`src/rtl/gpio_pkg.sv`:
```
package gpio_pkg;

    localparam int PIN_N  = 8;
    localparam int OFS_W  = 3;

    typedef enum logic [1:0] {
        OFS_DOUT = 2'd0,
        OFS_DIR  = 2'd1,
        OFS_MODE = 2'd2,
        OFS_PIN  = 2'd3
    } reg_ofs_e;

    typedef struct packed {
        logic [PIN_N-1:0] dout;
        logic [PIN_N-1:0] dir;
        logic [PIN_N-1:0] mode;
    } port_cfg_t;

    function automatic logic pin_drive(input logic mode_bit,
                                       input logic dout_bit,
                                       input logic addr_bit);
        return mode_bit ? addr_bit : dout_bit;
    endfunction

endpackage

```
`src/rtl/gpio_sync.sv`:
```
module gpio_sync #(
    parameter int WIDTH  = gpio_pkg::PIN_N,
    parameter int STAGES = 2
) (
    input  logic             clk,
    input  logic             rst,
    input  logic [WIDTH-1:0] d,
    output logic [WIDTH-1:0] q
);
    logic [WIDTH-1:0] stage_q [STAGES];

    generate
        for (genvar s = 0; s < STAGES; s++) begin : g_stage
            if (s == 0) begin : g_first
                always_ff @(posedge clk) begin
                    if (rst) stage_q[s] <= '0;
                    else     stage_q[s] <= d;
                end
            end else begin : g_rest
                always_ff @(posedge clk) begin
                    if (rst) stage_q[s] <= '0;
                    else     stage_q[s] <= stage_q[s-1];
                end
            end
        end
    endgenerate

    assign q = stage_q[STAGES-1];
endmodule

```
`src/rtl/gpio_addr_latch.sv`:
```
module gpio_addr_latch #(
    parameter int WIDTH = gpio_pkg::PIN_N
) (
    input  logic             clk,
    input  logic             rst,
    input  logic             ale,
    input  logic [WIDTH-1:0] addr_in,
    output logic [WIDTH-1:0] addr_q
);
    logic ale_d;
    logic ale_rise;

    assign ale_rise = ale & ~ale_d;

    always_ff @(posedge clk) begin
        if (rst) begin
            ale_d  <= 1'b0;
            addr_q <= '0;
        end else begin
            ale_d <= ale;
            if (ale_rise) addr_q <= addr_in;
        end
    end


    latch_load_chk: assert property (@(posedge clk) disable iff (rst)
        (ale && !ale_d) |=> (addr_q == $past(addr_in)));


    latch_hold_chk: assert property (@(posedge clk) disable iff (rst)
        !(ale && !ale_d) |=> $stable(addr_q));
endmodule

```
`src/rtl/gpio_regs.sv`:
```
module gpio_regs
    import gpio_pkg::*;
#(
    parameter int WIDTH = PIN_N,
    parameter int AW    = OFS_W
) (
    input  logic             clk,
    input  logic             rst,
    input  logic             wr,
    input  logic [AW-1:0]    addr,
    input  logic [WIDTH-1:0] wdata,
    input  logic [WIDTH-1:0] pin_sync,
    output logic [WIDTH-1:0] rdata,
    output port_cfg_t        cfg
);
    localparam int MAPPED = 4;

    logic     in_map;
    reg_ofs_e ofs;

    assign in_map = (int'(addr) < MAPPED);
    assign ofs    = reg_ofs_e'(addr[1:0]);

    always_ff @(posedge clk) begin
        if (rst) begin
            cfg <= '0;
        end else if (wr && in_map) begin
            unique case (ofs)
                OFS_DOUT: cfg.dout <= wdata;
                OFS_DIR:  cfg.dir  <= wdata;
                OFS_MODE: cfg.mode <= wdata;
                default:  ;
            endcase
        end
    end

    always_comb begin
        rdata = '0;
        if (in_map) begin
            unique case (ofs)
                OFS_DOUT: rdata = cfg.dout;
                OFS_DIR:  rdata = cfg.dir;
                OFS_MODE: rdata = cfg.mode;
                OFS_PIN:  rdata = pin_sync;
            endcase
        end
    end


    rst_clear_chk: assert property (@(posedge clk)
        rst |=> (cfg == '0));


    wr_dir_chk: assert property (@(posedge clk) disable iff (rst)
        (wr && int'(addr) == 1) |=> (cfg.dir == $past(wdata)));


    ro_write_chk: assert property (@(posedge clk) disable iff (rst)
        (wr && int'(addr) >= 3) |=> $stable(cfg));


    unmapped_read_chk: assert property (@(posedge clk) disable iff (rst)
        !in_map |-> (rdata == '0));
endmodule

```
`src/rtl/gpio_addrout_port.sv`:
```
module gpio_addrout_port
    import gpio_pkg::*;
#(
    parameter int WIDTH = PIN_N,
    parameter int AW    = OFS_W
) (
    input  logic             clk,
    input  logic             rst,
    input  logic             cfg_wr,
    input  logic [AW-1:0]    cfg_addr,
    input  logic [WIDTH-1:0] cfg_wdata,
    output logic [WIDTH-1:0] cfg_rdata,
    input  logic             ale,
    input  logic [WIDTH-1:0] addr_lo,
    input  logic [WIDTH-1:0] pld_oe,
    input  logic [WIDTH-1:0] pad_in,
    output logic [WIDTH-1:0] pad_out,
    output logic [WIDTH-1:0] pad_oe
);
    port_cfg_t        cfg;
    logic [WIDTH-1:0] pin_sync;
    logic [WIDTH-1:0] addr_q;

    gpio_sync #(.WIDTH(WIDTH), .STAGES(2)) u_sync (
        .clk (clk),
        .rst (rst),
        .d   (pad_in),
        .q   (pin_sync)
    );

    gpio_addr_latch #(.WIDTH(WIDTH)) u_latch (
        .clk     (clk),
        .rst     (rst),
        .ale     (ale),
        .addr_in (addr_lo),
        .addr_q  (addr_q)
    );

    gpio_regs #(.WIDTH(WIDTH), .AW(AW)) u_regs (
        .clk      (clk),
        .rst      (rst),
        .wr       (cfg_wr),
        .addr     (cfg_addr),
        .wdata    (cfg_wdata),
        .pin_sync (pin_sync),
        .rdata    (cfg_rdata),
        .cfg      (cfg)
    );

    generate
        for (genvar i = 0; i < WIDTH; i++) begin : g_pin
            assign pad_out[i] = pin_drive(cfg.mode[i], cfg.dout[i], addr_q[i]);
            assign pad_oe[i]  = cfg.dir[i] | pld_oe[i];
        end
    endgenerate


    oe_follow_wr_chk: assert property (@(posedge clk) disable iff (rst)
        (cfg_wr && int'(cfg_addr) == 1) |=> ((pad_oe & ~pld_oe) == ($past(cfg_wdata) & ~pld_oe)));


    io_mode_out_chk: assert property (@(posedge clk) disable iff (rst)
        (cfg_wr && int'(cfg_addr) == 2 && cfg_wdata == '0) |=> (pad_out == cfg_rdata_dout_shadow));

    logic [WIDTH-1:0] cfg_rdata_dout_shadow;
    assign cfg_rdata_dout_shadow = cfg.dout;
endmodule

```
`config.mk`:
```
export PLATFORM = sky130hd
export DESIGN_NAME = gpio_addrout_port
export DESIGN_NICKNAME = d
export VERILOG_FILES = /design/src/rtl/gpio_pkg.sv /design/src/rtl/gpio_sync.sv /design/src/rtl/gpio_addr_latch.sv /design/src/rtl/gpio_regs.sv /design/src/rtl/gpio_addrout_port.sv
export SDC_FILE = /design/constraint.sdc
export NUM_CORES = 1
export LEC_CHECK = 0
export BUFFER_PORTS_ARGS = -buffer_cell sky130_fd_sc_hd__buf_2
export CORE_ASPECT_RATIO = 0.75
export CORE_MARGIN = 5
export CORE_UTILIZATION = 45
export DETAILED_ROUTE_END_ITERATION = 8
export PLACE_DENSITY = 0.79
export SYNTH_ARGS = -nofsm -noshare
export SYNTH_HDL_FRONTEND = slang
export SYNTH_SLANG_ARGS = --single-unit
```
`constraint.sdc`:
```
create_clock -name clk -period 1.3 [get_ports clk]
set_clock_uncertainty 0.15 [all_clocks]
set_input_delay 0.13 -clock clk [delete_from_list [all_inputs] [get_ports clk]]
set_output_delay 0.13 -clock clk [all_outputs]
set_load 0.02 [all_outputs]
```
-- After elaboration in Yosys (flattened, before gate mapping)
Memories as Yosys holds them, arrays and structs flattened.
Index checks and enable logic that the tools add are counted.
- magnitude comparators: 1
- equality and inequality tests: 3
- muxes and demuxes: 15
- bitwise operators: 12
- reductions and logical operators: 5
- operators by type and width (cell ; number):
    8-bit one-hot mux with 4 select lines ; 1
    8-bit two-way mux ; 3
    1-bit two-way mux ; 11
    1-bit bitwise OR ; 10
    2-bit AND reduction ; 3
    2-bit == test, second input constant ; 2
    3-bit less-than comparator, second input constant ; 1
    2-bit by 1-bit == test with 1-bit output, second input constant ; 1
    2-bit zero test ; 1
    1-bit bitwise AND ; 1
    1-bit logical AND ; 1
    1-bit NOT ; 1
- flip-flop bits (word level): 33
- RAM bits: 16
- input port bits: 39
- output and inout port bits: 24
- word-level logic and storage cells: 42
- memories: 1
- memory list (name ; depth ; width ; read ports ; clocked after memory_dff ; wr ports ; line ; source):
    u_sync.stage_q ; 2 ; 8 ; 2 ; 0 ; 2 ; gpio_sync.sv:10 ; logic [WIDTH-1:0] stage_q [STAGES];

-- Longest topological paths before layout
Gate-level depths: netlist (run 1).
- depth after elaboration: 3
- mapped depth: 5
- gate-level depth less buffers: 3

-- Modules after synthesis
From an unflattened synthesis (run 1), not the netlist that was laid out.
- cells, all modules: 206
- area total of the unflattened synthesis: 2289.7 µm²
- modules (own cells, without submodules) (module ; times used ; cells each ; area each (µm²) ; sequential area each (µm²)):
    gpio_regs ; 1 ; 121 ; 1258.7 ; 480.5
    gpio_sync ; 1 ; 33 ; 464.2 ; 320.3
    gpio_addr_latch ; 1 ; 36 ; 396.6 ; 180.2
    gpio_addrout_port ; 1 ; 16 ; 170.2 ; 0.0

-- Worst setup path after synthesis (run 1)
OpenSTA, ideal clock, no wires.
- kind: input-to-output
- start: in cfg_addr[1]
- end: out cfg_rdata[0]
- data arrival time: 0.965 ns
- path slack: 0.055 ns
- cell stages on the path: 3
- path buffers: 1
- cells stage by stage: or2_2 clkbuf_1 o22ai_1
- longest elaborated chain between the ends: 3
- ends and longest elaborated chain (item ; line ; source):
    start, declared ; gpio_addrout_port.sv:10 ; input logic [AW-1:0] cfg_addr,
    2-bit == test, or another cell as far along ; gpio_regs.sv:40 ; unique case (ofs)
    8-bit one-hot mux with 4 select lines ; gpio_regs.sv:40 ;
    8-bit two-way mux (*) ; gpio_regs.sv:39 ; if (in_map) begin
    end, declared ; gpio_addrout_port.sv:12 ; output logic [WIDTH-1:0] cfg_rdata,
Every way passes the cells marked *; elsewhere a longest branch is shown, timed or not.

-- Worst setup path after layout (run 1)
- start: reg, netlist name u_regs.cfg[0]
- end: out pad_out[0]
- longest elaborated chain between the ends: 1
- ends and longest elaborated chain (item ; line ; source):
    1-bit two-way mux ; gpio_pkg.sv:22 ; return mode_bit ? addr_bit : dout_bit;
    end, declared ; gpio_addrout_port.sv:17 ; output logic [WIDTH-1:0] pad_out,
Every way passes these cells.

==> summary.txt, run 1 <==
Outcome
  • Status: finished, violations left
  • Failing checks: setup timing

Worst hold path
  • HP Class: input pin to flop

Timing
  • Tcrit/Tclk final: 106%
  • Final hold vios: 0
  • Fin. max-slew vios: 0
  • Final worst slack: -0.0836 ns
  • Hold slack: 0.0182 ns
  • Slew headroom: 76.6%
  • Achievable Freq: 723 MHz
  • RSZ-0062 raised after global routing: true
  • Final setup fails: 16
  • Min Tclk post-route: 1.38 ns
  • Slew @ Worst Pin: 0.351 ns

Placement
  • Detailed placer's ending HPWL: 3.37 mm
  • Post-Place Worst Slack: -0.0545 ns
  • # port buffers: 62
  • Placer Congestion: 0.791
  • Dpl cell area: 2460 um^2

Critical path
  • CP startpoint kind: flop
  • CP peak stage delay: 0.36 ns
  • Critical path, cell by cell: mux2_4, buf_6
  • Crit path max-delay family: flip-flops
  • Crit-path slowest cell: dfxtp_2
  • Path type of the worst setup path: flop to output pin
  • CP required: 1.02 ns
  • Worst Setup End Kind: output pin
  • Worst Path Max Fanout: 3
  • WP buf/inv: 1
  • Crit path arrival time: 1.10 ns

Routing
  • M1 WL: 2.23 mm
  • Metal2 WL: 2.36 mm
  • DRC errors left: 0
  • Post-route antenna net violation count: 0
  • WL/cell: 14.3 um
  • Drt initial violations: 115
  • Drt via density: 4.84
  • Drt pass-1 iters: 4
  • Max Used Layer: met4
  • Post-Route WL: 5.00 mm
  • Via count: 1700
  • Met3 routed WL: 326 um

Die
  • Row cnt: 21
  • Die Span Y: 68.0 um
  • Core Footprint: 4410 um^2
  • Io pins: 63
  • Initial core utilization: 45.8%
  • Die area: 5940 um^2
  • Die W: 87.4 um

GRT
  • Number of global-route vias before repair: 1707
  • Grt ovf: 0
  • First-pass GRT wire length: 7.90 mm
  • Largest net degree at the start of global routing: 29
  • Initial antenna violation count: 0
  • Gr usage total: 17.5%

Finish
  • N_diodes: 0
  • P&R area growth vs syn: 49.7%
  • Share of layout cells above drive strength 1: 43.2%
  • Final net count: 332
  • Layout Cell Area excl Fill: 3030 um^2
  • Fillers: 318

Power and ir drop
  • P_leak: 1.30 nW
  • Pwr Total: 3.15 mW
  • Peak supply drop: 599 uV
  • PD cells: 1040 nW/um^2

Clock network
  • CTS buffer count: 5
  • Clock tree from TritonCTS: built
  • Setup bufs post-CTS: 0
  • CTS sink cnt: 49
  • Clk pin slew, worst setup/hold paths: 0.08 ns
  • Root Buffer: clkbuf_8
  • Htree depth: 2
  • Clk buf depth: 2
  • Clock Latency Late Sink: 0.29 ns

Yosys
  • Synth Register Bits: 49
  • Mapped Area: 2020 um^2
  • Syn_area_per_cell: 10.2 um^2
  • Syn Nets: 237
  • Synth Warn #: 0
  • Cell variety after synth: 17
  • Sequential-to-total area share from yosys stat: 48.5%
  • Mapped Cells: 198

Job
  • Max Cap Viol: 0
[metal layers]
layer,global-route usage [%],vias to the layer above
li1,-,857
met1,21.1,787
met2,29.9,48
met3,4.81,8
met4,6.51,0
met5,0,-
[per-stage QoR]
step,setup TNS (ns),utilization (%),std cells
floorplan,0,-,198
global placement,-0.322,55.7,318
detailed placement,-0.681,55.7,318
CTS,-0.979,68.5,351
global route,-1.71,68.5,351
finish,-0.918,68.5,351
[what timing repair did]
action,CTS,global route
pin swaps,3,8
hold endpoints to repair,41,0
gates resized for setup,80,0
hold buffers,25,0
endpoints found under the setup margin,24,24
[synth_stat cells]
| cell type | instances | area share (%) |
|---|---|---|
| buf_6 | 2 | 1.1 |
| dfxtp_1 | 49 | 49 |
| nor2_1 | 24 | 4.5 |
| mux2_2 | 8 | 4.5 |
| or4b_1 | 1 | 0.50 |
| buf_4 | 2 | 0.74 |
| a21oi_1 | 8 | 2.0 |
| or2b_1 | 1 | 0.37 |
| nand2_1 | 16 | 3.0 |
| buf_2 | 2 | 0.50 |
| nor4b_4 | 1 | 1.2 |
| o22ai_1 | 8 | 2.5 |
| nor2b_1 | 18 | 5.6 |
| mux2i_1 | 40 | 20 |
| and4bb_2 | 2 | 1.2 |
| or2_2 | 9 | 2.8 |
| clkbuf_1 | 7 | 1.3 |
[layout make-up]
type | count | area [um^2] | area share, %
Timing Repair Buffer | 101 | 811 | 26.8
Tap cell | 57 | 71.3 | 2.36
Sequential cell | 49 | 1010 | 33.4
Multi-Input combinational cell | 136 | 1020 | 33.6
Clock buffer | 7 | 86.3 | 2.85
Clock inverter | 1 | 30.0 | 0.993
[registers in the layout (all words and copies together), names as in the netlist]
| name | cells |
|---|---|
| u_latch.addr_q | 8 |
| u_latch.ale_d | 1 |
| u_sync.stage_q | 16 |
| u_regs.cfg | 24 |
[cells by family (layout without fill, tap and decap cells)]
| family | count (synthesis) | after routing | synth area share (%) |
|---|---|---|---|
| simple gates | 72 | 72 | 19.1 |
| flops | 49 | 49 | 48.5 |
| buf+inv | 13 | 109 | 3.65 |
| compound gates | 16 | 16 | 4.46 |
| mux | 48 | 48 | 24.3 |
[report_power, final]
part	internal (mW)	switching [mW]
clock	0.627	0.473
sequential	1.56	0.0283
combinational	0.262	0.197
total	2.45	0.699
[path summary, 6_finish.rpt]
| kind | to | slack (ns) | startpoint | cells after the start |
|---|---|---|---|---|
| worst max-delay path | pad_out[0] | -0.08 | u_regs.cfg[0] | 2 |
| worst min-delay path | u_latch.addr_q[4] | 0.02 | rst | 2 |
| worst max register to register | u_latch.addr_q[5] | 0.13 | u_latch.ale_d | 4 |
| worst min register to register | u_sync.stage_q[1][0] | 0.30 | u_sync.stage_q[0][0] | 1 |
[cells in the final DEF (no fill, tap or decap), drive strengths merged]
master,instances
nor2b,18
o22ai,8
mux2i,40
clkbuf,7
or4b,1
dlygate4sd3,25
buf,76
nor4b,1
nor2,24
or2b,1
dfxtp,49
bufinv,1
and4bb,2
or2,9
mux2,8
a21oi,8
nand2,16
No activity file was read; power rests on OpenSTA's default activity.
==> inputs of run 2 (changes only) <==
- GPL_TIMING_DRIVEN: not set -> 0
- PLACE_DENSITY: 0.79 -> 0.81
- RECOVER_POWER: not set -> 100
- clock period: 1.3 -> 1.25 ns (I/O delays scaled with it)
==> run 2 against run 1 <==
  * The run still ends with setup timing left
  * Utilization fell by 1.9 points
  * Register-to-register slack got worse by 0.06 ns
  * Global-route usage rose by 0.77 points
  * First-iteration DRC count rose by 8.7%
  * Total power rose by 1.7%
  * Clock-buffer cell count fell by 2
  * Critical endpoint is now cfg_rdata[6]
==> summary.txt, run 2 (same netlist as run 1, synthesis figures left out) <==
Finish
  • Cell Count, Final, Fillers Out: 346
  • P&R area growth vs syn: 45.6%
  • Largest regs: u_regs.cfg (24), u_sync.stage_q (16), u_latch.addr_q (8)
  • N_diodes: 0
  • Share of layout cells above drive strength 1: 40.1%
  • Fillers: 354
  • Commonest non-fill, non-tap cell in the layout: mux2i_1
  • Top reg by flops: u_regs.cfg
  • Most frequent cells in the layout: mux2i_1 (40), buf_2 (37), dlygate4sd3_1 (25), dfxtp_1 (25)
  • Final net count: 328
  • Max reg flops: 24
  • Layout Cell Area excl Fill: 2940 um^2

GRT
  • Gr usage total: 18.3%
  • GR Util met3: 6.62%
  • Grt ovf: 0
  • Number of global-route vias before repair: 1741
  • Met1 global-route usage: 22.4%
  • First-pass GRT wire length: 8.14 mm
  • Grt met2 use: 30.2%
  • Largest net degree at the start of global routing: 15
  • GRT Max-Usage Layer: met2
  • Initial antenna violation count: 0

Job
  • Max Cap Viol: 0

Placement
  • Dpl cell area: 2400 um^2
  • Post-Place Worst Slack: -0.236 ns
  • # port buffers: 61
  • Detailed placer's ending HPWL: 3.42 mm
  • Cells after DPL: 316
  • Placer Congestion: 0.757

Timing
  • Fin. max-slew vios: 0
  • Final worst slack: -0.162 ns
  • Min Tclk post-route: 1.41 ns
  • Final hold vios: 0
  • Tcrit/Tclk final: 113%
  • Slew @ Worst Pin: 0.575 ns
  • Slew headroom: 61.5%
  • RSZ-0062 raised after global routing: true
  • Final setup fails: 24
  • Achievable Freq: 708 MHz

Critical path
  • Path type of the worst setup path: input pin to output pin
  • Worst Setup End Kind: output pin
  • Crit path arrival time: 1.14 ns
  • CP startpoint kind: input pin
  • Critical path, cell by cell: clkbuf_1, buf_6, buf_8, mux2i_1, o22ai_1, buf_4
  • CP required: 0.98 ns
  • Worst Path Max Fanout: 10
  • Crit-path slowest cell: mux2i_1
  • CP peak stage delay: 0.23 ns

Die
  • Die Span Y: 68.0 um
  • Core Footprint: 4410 um^2
  • Row cnt: 21
  • Die W: 87.4 um
  • Io pins: 63
  • Initial core utilization: 45.8%
  • Die area: 5940 um^2

Routing
  • Drt initial violations: 125
  • DRC errors left: 0
  • WL/cell: 15.1 um
  • Via count: 1734
  • Post-route antenna net violation count: 0
  • Drt via density: 5.01
  • Post-Route WL: 5.22 mm
  • Drt pass-1 iters: 4

Outcome
  • Failing checks: setup timing
  • Status: finished, violations left

Power and ir drop
  • Peak supply drop: 691 uV
  • Pwr Total: 3.20 mW
  • PD cells: 1090 nW/um^2
  • P_leak: 1.25 nW

Clock network
  • Clk pin slew, worst setup/hold paths: 0.08 ns
  • Clock Latency Late Sink: 0.31 ns
  • Clk buf depth: 2
  • Root Buffer: clkbuf_8
  • CTS buffer count: 5
  • Htree depth: 2
  • Setup bufs post-CTS: 0
  • CTS sink cnt: 49
  • Clock tree from TritonCTS: built

Worst hold path
  • HP Class: input pin to flop
-- run 2: worst paths after layout --
kind	start	to	slack, ns	depth (start not counted)
max	cfg_addr[0]	cfg_rdata[6]	-0.16	6
min	rst	u_sync.stage_q[0][1]	0.04	2
max reg2reg	u_latch.ale_d	u_latch.addr_q[5]	0.07	4
min reg2reg	u_sync.stage_q[0][0]	u_sync.stage_q[1][0]	0.29	1
-- run 2: worst max-delay path, delay by kind of cell --
| kind | cells | cell delay [ns] |
|---|---|---|
| buffers and inverters | 4 | 0.66 |
| muxes | 1 | 0.23 |
| AOI/OAI and AO/OA | 1 | 0.11 |
-- run 2: per-stage QoR --
stage / utilization (%) / setup TNS [ns] / hold WS, ns
after floorplan: - / 0 / 0.103
after global placement: 54.3 / -4.68 / 0.183
after detailed placement: 54.3 / -5.74 / 0.188
after CTS: 66.9 / -2.04 / 0.0420
after global routing: 66.7 / -3.32 / 0.0738
final: 66.7 / -2.17 / 0.0408
-- run 2: layout make-up --
class	instances	area, um^2	area share, %
repair buffers	86	673	22.9
multi-input cells	136	1020	34.5
clock buffers	5	68.8	2.34
well taps	57	71.3	2.42
clock inverters	2	35.0	1.19
flip-flops and latches	49	1010	34.4
plain buffers	11	67.6	2.30
-- run 2: where the power goes --
| group | switching [mW] | internal [mW] | leakage [nW] |
|---|---|---|---|
| combinational | 0.208 | 0.256 | 0.782 |
| sequential | 0.0284 | 1.62 | 0.413 |
| clock | 0.506 | 0.581 | 0.0540 |
-- run 2: layer usage --
metal / vias up / share of wire [%]
li1: 847 / -
met1: 811 / 43
met2: 66 / 46
met3: 10 / 9.0
met4: 0 / 1.7
met5: - / 0
-- run 2: repair_timing --
action | 4_1_cts | 5_1_grt
resized for setup | 83 | 1
hold buffers | 25 | 0
endpoints found under the setup margin | 28 | 25
pin swaps | 13 | 2
gates cloned | 0 | 0
hold endpoints to repair | 41 | 0
